`src/rtl/fgc_pkg.sv`:
```
package fgc_pkg;
  localparam int CNT_W  = 16;
  localparam int BYTE_W = 8;
  localparam int NSRC   = 3;
  localparam int SRC_IF = 0;
  localparam int SRC_FM = 1;
  localparam int SRC_SD = 2;

  typedef enum logic [1:0] {
    ST_IDLE = 2'd0,
    ST_GATE = 2'd1,
    ST_LOAD = 2'd2,
    ST_DIV  = 2'd3
  } fgc_state_t;
endpackage

```
`src/rtl/fgc_edge_sync.sv`:
```
module fgc_edge_sync #(
  parameter int N = 3
) (
  input  logic         clk,
  input  logic         rst,
  input  logic [N-1:0] sig_in,
  output logic [N-1:0] rise
);
  for (genvar g = 0; g < N; g++) begin : g_lane
    logic [2:0] sh;
    always_ff @(posedge clk) begin
      if (rst) sh <= '0;
      else     sh <= {sh[1:0], sig_in[g]};
    end
    assign rise[g] = sh[1] & ~sh[2];
  end
endmodule

```
`src/rtl/fgc_sat_counter.sv`:
```
module fgc_sat_counter #(
  parameter int W = 16
) (
  input  logic         clk,
  input  logic         rst,
  input  logic         clr,
  input  logic         inc,
  output logic [W-1:0] cnt
);
  localparam logic [W-1:0] TOP = '1;
  always_ff @(posedge clk) begin
    if (rst || clr)            cnt <= '0;
    else if (inc && cnt != TOP) cnt <= cnt + 1'b1;
  end
endmodule

```
`src/rtl/fgc_divider.sv`:
```
module fgc_divider #(
  parameter int NUM_W = 40,
  parameter int DEN_W = 8
) (
  input  logic             clk,
  input  logic             rst,
  input  logic             start,
  input  logic [NUM_W-1:0] num,
  input  logic [DEN_W-1:0] den,
  output logic             done,
  output logic [NUM_W-1:0] quot
);
  localparam int LC_W = $clog2(NUM_W + 1);

  logic [DEN_W-1:0] rem, den_q;
  logic [NUM_W-1:0] q;
  logic [LC_W-1:0]  left;
  logic             active;
  logic [DEN_W:0]   trial;
  logic             fits;

  assign trial = {rem, q[NUM_W-1]};
  assign fits  = trial >= {1'b0, den_q};
  assign quot  = q;

  always_ff @(posedge clk) begin
    if (rst) begin
      rem    <= '0;
      den_q  <= '0;
      q      <= '0;
      left   <= '0;
      active <= 1'b0;
      done   <= 1'b0;
    end else begin
      done <= 1'b0;
      if (start && !active) begin
        q      <= num;
        rem    <= '0;
        den_q  <= den;
        left   <= LC_W'(NUM_W);
        active <= 1'b1;
      end else if (active) begin
        rem  <= fits ? DEN_W'(trial - {1'b0, den_q}) : DEN_W'(trial);
        q    <= {q[NUM_W-2:0], fits};
        left <= left - 1'b1;
        if (left == LC_W'(1)) begin
          active <= 1'b0;
          done   <= 1'b1;
        end
      end
    end
  end
endmodule

```
`src/rtl/freq_gate_counter.sv`:
```
module freq_gate_counter
  import fgc_pkg::*;
#(
  parameter int CLKS_PER_MS = 50000,
  parameter int GATE_W      = 8,
  parameter int SCALE_W     = 16,
  parameter int FM_SHIFT    = 8,
  localparam int RES_W      = CNT_W + SCALE_W + FM_SHIFT
) (
  input  logic               clk,
  input  logic               rst,
  input  logic               start,
  input  logic [NSRC-1:0]    src_sel,
  input  logic [GATE_W-1:0]  gate_ms,
  input  logic [SCALE_W-1:0] scale,
  input  logic               sig_if,
  input  logic               sig_fm,
  input  logic               sig_sd,
  output logic               busy,
  output logic               done,
  output logic [BYTE_W-1:0]  count_hi,
  output logic [BYTE_W-1:0]  count_lo,
  output logic [RES_W-1:0]   result
);
  localparam int TMR_W  = GATE_W + $clog2(CLKS_PER_MS + 1);
  localparam int PROD_W = CNT_W + SCALE_W;

  fgc_state_t         st;
  logic [NSRC-1:0]    sel_q;
  logic [GATE_W-1:0]  gate_q;
  logic [SCALE_W-1:0] scale_q;
  logic [TMR_W-1:0]   tmr;
  logic [NSRC-1:0]    rise;
  logic [CNT_W-1:0]   cnt;
  logic [PROD_W-1:0]  prod;
  logic [RES_W-1:0]   num;
  logic [RES_W-1:0]   div_quot;
  logic               div_done;
  logic               accept;
  logic               inc;

  assign accept = (st == ST_IDLE) && start && $onehot(src_sel) && (gate_ms != '0);
  assign inc    = (st == ST_GATE) && |(rise & sel_q);
  assign prod   = PROD_W'(cnt) * PROD_W'(scale_q);
  assign num    = sel_q[SRC_FM] ? {prod, {FM_SHIFT{1'b0}}} : {{FM_SHIFT{1'b0}}, prod};

  fgc_edge_sync #(.N(NSRC)) u_sync (
    .clk    (clk),
    .rst    (rst),
    .sig_in ({sig_sd, sig_fm, sig_if}),
    .rise   (rise)
  );

  fgc_sat_counter #(.W(CNT_W)) u_cnt (
    .clk (clk),
    .rst (rst),
    .clr (accept),
    .inc (inc),
    .cnt (cnt)
  );

  fgc_divider #(.NUM_W(RES_W), .DEN_W(GATE_W)) u_div (
    .clk   (clk),
    .rst   (rst),
    .start (st == ST_LOAD),
    .num   (num),
    .den   (gate_q),
    .done  (div_done),
    .quot  (div_quot)
  );

  always_ff @(posedge clk) begin
    if (rst) begin
      st      <= ST_IDLE;
      sel_q   <= '0;
      gate_q  <= '0;
      scale_q <= '0;
      tmr     <= '0;
      result  <= '0;
      done    <= 1'b0;
    end else begin
      done <= 1'b0;
      unique case (st)
        ST_IDLE: if (accept) begin
          st      <= ST_GATE;
          sel_q   <= src_sel;
          gate_q  <= gate_ms;
          scale_q <= scale;
          tmr     <= TMR_W'(gate_ms) * TMR_W'(CLKS_PER_MS) - TMR_W'(1);
        end
        ST_GATE: begin
          if (tmr == '0) st <= ST_LOAD;
          else           tmr <= tmr - 1'b1;
        end
        ST_LOAD: st <= ST_DIV;
        ST_DIV: if (div_done) begin
          st     <= ST_IDLE;
          result <= div_quot;
          done   <= 1'b1;
        end
        default: st <= ST_IDLE;
      endcase
    end
  end

  assign busy     = (st != ST_IDLE);
  assign count_hi = cnt[CNT_W-1 -: BYTE_W];
  assign count_lo = cnt[BYTE_W-1:0];
endmodule

```
`config.mk`:
```
export PLATFORM = sky130hd
export DESIGN_NAME = freq_gate_counter
export DESIGN_NICKNAME = d
export VERILOG_FILES = /design/src/rtl/fgc_pkg.sv /design/src/rtl/fgc_edge_sync.sv /design/src/rtl/fgc_sat_counter.sv /design/src/rtl/fgc_divider.sv /design/src/rtl/freq_gate_counter.sv
export SDC_FILE = /design/constraint.sdc
export NUM_CORES = 1
export LEC_CHECK = 0
export ABC_CLOCK_PERIOD_IN_PS = 6560
export BUFFER_PORTS_ARGS = -buffer_cell sky130_fd_sc_hd__buf_4
export CORE_ASPECT_RATIO = 1.5
export CORE_MARGIN = 3
export CORE_UTILIZATION = 59
export CTS_BUF_LIST = sky130_fd_sc_hd__clkbuf_8
export DETAILED_ROUTE_END_ITERATION = 16
export PLACE_DENSITY = 0.8
export SLEW_MARGIN = 25
export SYNTH_ARGS = -nofsm -noshare
export SYNTH_HDL_FRONTEND = slang
export SYNTH_HIERARCHICAL = 1
export SYNTH_SLANG_ARGS = --single-unit
export TNS_END_PERCENT = 5
```
`constraint.sdc`:
```
create_clock -name clk -period 6.56 [get_ports clk]
set_input_delay 0.328 -clock clk [delete_from_list [all_inputs] [get_ports clk]]
set_output_delay 0.328 -clock clk [all_outputs]
set_load 0.05 [all_outputs]
```
==> reports/metrics.cfg, run 1 <==
[outcome]
status=finished clean

[synthesis]
netlist_instances=2324
synth.area.top_cells=fa_1 (22%), dfxtp_1 (19%), ha_1 (12%), nand2_1 (7.4%), inv_1 (5.8%)
synth_top_area_share_pct=21.7
syn_nets=2742
synth-seq-area-share_pct=19.1
yosysWarnings=6
synth-edff-count=0
mappedNetlistArea_um2=19200
synth_cell_types=100
synth-seq-cells=183
async_flop_share_pct=0
ys.flop_type=dfxtp_1
avgSynthCellArea_um2=8.27
synth_top_area_cell=fa_1

[worst_setup_path]
crit_slowest_cell=fa_1
arrival_ns=6.84
critical_path_class=reg2reg
critPathMaxStageDelay_ns=0.58
critPathLaunchType=flip-flop
worstSetupEndpointType=flip-flop
crit_family=adder cells
r2r_setup_slack_ns=0.11
crit_fanout=6
cp_num_buf_inv=6
path_common_cell=fa_1
crit_required_ns=6.95

[drt]
drcViolationCount=0
ant_nets=0
vias=16782
wl_um=51400
wl_per_cell_um=17.9
dr.pass1.iters=6
drt_iter0_drc=1178
vias_per_cell=5.85

[timing]
slew_violations=0
worst_pin_slew_ns=0.843
fin_skew_ns=0.0220
setup_viol_count_final=0
relSlewSlack_pct=43.8
fin_crit_ns=6.45
fmax_mhz=155
rsz0062_at_grt=yes
hold_viol_final=0
holdWs_ns=0.0426
fin_crit_sh_pct=98.3

[die]
pin_count=91
coreArea_um2=31900
die_h_um=227
num_rows=80
start_util_pct=60.2
die-area_um2=34800
die_w_um=153

[finish]
nFillCells=2466
area_delta_synth_final_pct=13.4
nets=2864
final_core_utilization_pct=68.3
final_cell_area_um2=21800
antenna-diode-count=0
final_cells=2868
drive_gt1_share_pct=15.5

[cts]
cts_tree=built
clockBufferDepth=2
root_buffer=clkbuf_8
cts.sinks=183
clk_latency_ns=0.53
cts.clk_slew.worst_paths_ns=0.10
cts_buffers=17
htreeDepth=4

[global_routing]
grt_pass1_vias=17326
gr-total-overflow=0
grt_pass1_wl_um=83700
grt_max_degree=90
antenna_found_initial=0
grt.total_usage_pct=29.4

[power]
power.density_nw_per_um2=176
power.static_leakage_nw=10.1
finalPower_mw=3.84
ir_drop_mv=0.272

[worst_hold_path]
hp-class=in2reg

[placed_design]
dp_cells=2808
port_buffers=90
place.gp.congestion=0.955
dp_hpwl_um=39300
postPlaceCellArea_um2=20800

[run]
maxCapViolations=0

## where the power goes
group	leakage [nW]	total (mW)	switching (mW)	internal, mW
sequential	1.50	1.34	0.130	1.21
combinational	8.37	1.66	1.03	0.633
clock	0.211	0.839	0.468	0.371
## path summary, 6_finish.rpt
path,start,cells after the start,end
min reg2reg,u_sync/g_lane[0].sh[0]$_SDFF_PP0_,1,u_sync/g_lane[0].sh[1]$_SDFF_PP0_
max,u_cnt/cnt[8]$_SDFFE_PP0P_,27,u_div/quot[30]$_SDFFE_PP0P_
max reg2reg,u_cnt/cnt[8]$_SDFFE_PP0P_,27,u_div/quot[30]$_SDFFE_PP0P_
min,scale[1],3,scale_q[1]$_SDFFE_PP0P_
## through the flow
stage	setup TNS, ns	worst slack, ns
3_5_place_dp	-0.292	-0.100
4_1_cts	0	0.0234
6_report	0	0.108
2_1_floorplan	0	0.000314
5_1_grt	-0.588	-0.110
3_3_place_gp	-0.00675	-0.00675
## worst register-to-register path: cells and delay by family (launching register included)
kind / cells / cell delay (ns)
buffers and inverters: 6 / 0.58
AND/OR/NAND/NOR: 7 / 0.65
AO/OA/AOI/OAI: 4 / 0.76
flip-flops: 1 / 0.40
adder cells (fa/ha/maj): 7 / 3.49
XOR/XNOR: 1 / 0.19
multiplexers: 2 / 0.26
## final cells by class
| cell class | instances | area (µm²) | area share, % |
|---|---|---|---|
| Multi-Input combinational cell | 1732 | 14400 | 65.8 |
| Sequential cell | 183 | 3730 | 17.1 |
| Timing Repair Buffer | 215 | 1680 | 7.71 |
| Inverter | 297 | 1110 | 5.11 |
| Tap cell | 410 | 513 | 2.35 |
| Clock buffer | 19 | 262 | 1.20 |
| Clock inverter | 12 | 153 | 0.700 |
## layout by cell type (no fill, tap or decap), drive strengths merged, types with 29 or more instances in the layout
master    n
a21oi   187
and2    125
buf     211
dfxtp   183
fa      208
ha      177
inv     304
mux2i    44
nand2   378
nor2    167
o21ai    49
xnor2    31
xor2     29
## synthesized netlist by cell type (all sizes together) (8+ instances only)
| cell type | number |
|---|---|
| dfxtp | 183 |
| nor2b | 27 |
| nand3 | 20 |
| a311oi | 8 |
| xor2 | 29 |
| o31ai | 8 |
| a21o | 19 |
| nand2 | 378 |
| nand2b | 22 |
| o22ai | 9 |
| nand4 | 10 |
| and3 | 11 |
| ha | 177 |
| a211oi | 26 |
| nor3 | 23 |
| o211ai | 12 |
| or3 | 17 |
| nor4 | 11 |
| nor2 | 167 |
| inv | 296 |
| xnor2 | 31 |
| buf | 26 |
| clkbuf | 86 |
| mux2i | 44 |
| or4 | 9 |
| a21oi | 187 |
| and2 | 125 |
| o21ai | 49 |
| a31oi | 10 |
| fa | 208 |
## flip-flops by register name, indices dropped and copies added (netlist names)
name / count
result: 40
u_div/quot: 40
tmr: 24
scale_q: 16
u_cnt/cnt: 16
u_sync/g_lane.sh: 9
gate_q: 8
u_div/den_q: 8
u_div/rem: 8
u_div/left: 6
sel_q: 3
st: 2
done: 1
u_div/active: 1
u_div/done: 1
## cell families after synthesis
logic type,after synthesis,share of synthesized area [%]
AO/OA/AOI/OAI,391,13.3
XOR/XNOR,60,2.73
adder cells (fa/ha/maj),385,33.2
buffers and inverters,409,8.14
flip-flops,183,19.1
multiplexers,49,2.58
AND/OR/NAND/NOR,847,21.0
## repair_timing
item	4_1_cts	5_1_grt
pin swaps	2	56
buffers inserted	5	21
gates resized for setup	7	90
setup endpoints to repair	9	24
hold buffers	3	0
endpoints found under the hold margin	3	0
cloned	0	0
## per-layer routing
| layer | part of all wire [%] | vias up | GRT usage, % |
|---|---|---|---|
| met3 | 4.6 | 182 | 3.99 |
| li1 | - | 7795 | - |
| met1 | 36 | 8212 | 31.9 |
| met5 | 0 | - | 0 |
| met4 | 5.3 | 0 | 15.0 |
| met2 | 54 | 593 | 55.8 |
Note: power is estimated with default switching activity, not from simulation.
==> inputs of run 2 (changes only) <==
CELL_PAD_IN_SITES_DETAIL_PLACEMENT = 1   (was unset)
CELL_PAD_IN_SITES_GLOBAL_PLACEMENT = 2   (was unset)
CORE_UTILIZATION = 36   (was 59)
PLACE_DENSITY = unset   (was 0.8)
PLACE_DENSITY_LB_ADDON = 0.1   (was unset)
==> reports/metrics.cfg, run 2 (synthesis gave the netlist of run 1 again) <==
[worst_setup_path]
crit_family=adder cells
crit_fanout=6
critPathLaunchType=flip-flop
worstSetupEndpointType=flip-flop
cp_cell_sequence=buf_6 > buf_8 > nand2_2 > fa_1 > inv_2 > fa_1 > ha_2 > inv_2 > fa_1 > fa_1 > fa_1 > inv_1 > ha_2 > or3_4 > o211ai_4 > a21oi_4 > o211a_1 > o311a_1 > or4_4 > o221ai_2 > mux2i_1 > nor2_1 > a21oi_1 > nor2_1
crit_required_ns=7.04
r2r-end=u_div/quot[31]$_SDFFE_PP0P_
crit_slowest_cell=fa_1
path_common_cell=fa_1
cp_num_buf_inv=5
r2r-start=u_cnt/cnt[5]$_SDFFE_PP0P_
arrival_ns=6.87
critical_path_class=reg2reg
critPathMaxStageDelay_ns=0.58
rr_worst_depth=24
r2r_setup_slack_ns=0.17

[placed_design]
port_buffers=90
dp_slack_ns=-0.163
dp_hpwl_um=50900
place.gp.congestion=0.886

[finish]
drive_gt1_share_pct=18.0
mostFrequentLayoutCell=nand2_1
mostFrequentLayoutCells=nand2_1 (373), inv_1 (282), buf_4 (232)
area_delta_synth_final_pct=18.6
nets=2917
final_core_utilization_pct=43.3

[drt]
wl_per_cell_um=19.8
wl_um=63100
dr.pass1.iters=4
drt_iter0_drc=507
drcViolationCount=0
ant_nets=0
vias=16455
vias_per_cell=5.15

[cts]
cts_buffers=17
htreeDepth=4
root_buffer=clkbuf_8
cts.clk_slew.worst_paths_ns=0.13
clockBufferDepth=2
cts.sinks=183
cts_tree=built
clk_latency_ns=0.54

[outcome]
status=finished clean

[global_routing]
antenna_found_initial=1
use_met3_pct=2.08
globalRouteMet2Util_pct=45.8
grt_pass1_vias=18273
grt.total_usage_pct=22.7
grt_pass1_wl_um=101000
grt-busiest-layer=met2
grt_max_degree=86
met1_usage_pct=25.1
gr-total-overflow=0

[timing]
slew_violations=0
worst_pin_slew_ns=0.933
hold_viol_final=0
holdWs_ns=0.0548
relSlewSlack_pct=37.6
fin_crit_ns=6.39
fin_ws_ns=0.167
fin_skew_ns=0.0225
rsz0062_at_grt=yes
setup_viol_count_final=0
setup_tns_ns=0
fin_crit_sh_pct=97.4
fmax_mhz=156

[run]
maxCapViolations=0

[die]
pin_count=91
start_util_pct=36.5
die_w_um=195
die-area_um2=56300
die_h_um=289
coreArea_um2=52700
num_rows=103

[worst_hold_path]
min_path_cells=2
hp-class=in2reg
hp-start=sig_fm
hold_end=u_sync/g_lane[1].sh[0]$_SDFF_PP0_

[power]
ir_drop_mv=0.157
power.density_nw_per_um2=171
power.static_leakage_nw=10.4

-- run 2: layer usage --
layer / up-vias / routed length (µm)
met4: 0 / 1790
met1: 8295 / 25100
met2: 168 / 35300
met5: - / 0
met3: 72 / 991
li1: 7920 / -
-- run 2: timing repair --
item                       in CTS  in global routing
hold endpoints to repair        9                  0
resized for setup              25                110
setup endpoints to repair      15                 24
hold buffers                    9                  0
pin swaps                       5                104
cloned                          0                  0
setup buffers                   2                 25
-- run 2: through the flow --
stage / total power [mW] / area [µm²] / cells
after floorplan: 2.59 / 19300 / 2324
after global placement: 2.99 / 21500 / 3125
after detailed placement: 3.04 / 21500 / 3125
after CTS: 3.96 / 22100 / 3168
after global routing: 4.20 / 22800 / 3195
final: 3.91 / 22800 / 3195
-- run 2: worst max path at each step --
stage                                     startpoint                           to  slack, ns  cells past startpoint
after floorplan            u_cnt/cnt[7]$_SDFFE_PP0P_  u_div/quot[29]$_SDFFE_PP0P_     0.0003                     24
after global placement     u_cnt/cnt[5]$_SDFFE_PP0P_  u_div/quot[28]$_SDFFE_PP0P_      -0.13                     25
after detailed placement     scale_q[4]$_SDFFE_PP0P_  u_div/quot[30]$_SDFFE_PP0P_      -0.16                     27
after CTS                 u_cnt/cnt[10]$_SDFFE_PP0P_  u_div/quot[29]$_SDFFE_PP0P_      0.005                     25
after global routing       u_cnt/cnt[7]$_SDFFE_PP0P_  u_div/quot[28]$_SDFFE_PP0P_      -0.08                     26
final                      u_cnt/cnt[5]$_SDFFE_PP0P_  u_div/quot[31]$_SDFFE_PP0P_       0.17                     24
-- run 2: power breakdown --
| part | internal [mW] | total (mW) | leakage [nW] | switching [mW] |
|---|---|---|---|---|
| sequential | 1.21 | 1.35 | 1.50 | 0.140 |
| combinational | 0.638 | 1.67 | 8.63 | 1.03 |
| clock | 0.313 | 0.887 | 0.224 | 0.574 |
| total | 2.16 | 3.91 | 10.4 | 1.75 |
-- run 2: worst reg2reg max path: stages (launching register included) --
cell      delay (ns)
dfxtp_4         0.41
buf_6           0.15
buf_8           0.13
nand2_2         0.06
fa_1            0.50
inv_2           0.04
fa_1            0.55
ha_2            0.18
inv_2           0.04
fa_1            0.54
fa_1            0.45
fa_1            0.58
inv_1           0.06
ha_2            0.20
or3_4           0.41
o211ai_4        0.26
a21oi_4         0.12
o211a_1         0.26
o311a_1         0.38
or4_4           0.53
o221ai_2        0.07
mux2i_1         0.09
nor2_1          0.13
a21oi_1         0.06
nor2_1          0.13
-- run 2: area by class of cell --
class / instances / area, µm²
diodes: 1 / 2.50
flip-flops and latches: 183 / 3740
multi-input cells: 1732 / 14400
inverters: 297 / 1110
repair buffers: 268 / 2220
clock inverters: 15 / 223
fillers: 6234 / 29900
clock buffers: 17 / 234
well taps: 682 / 853
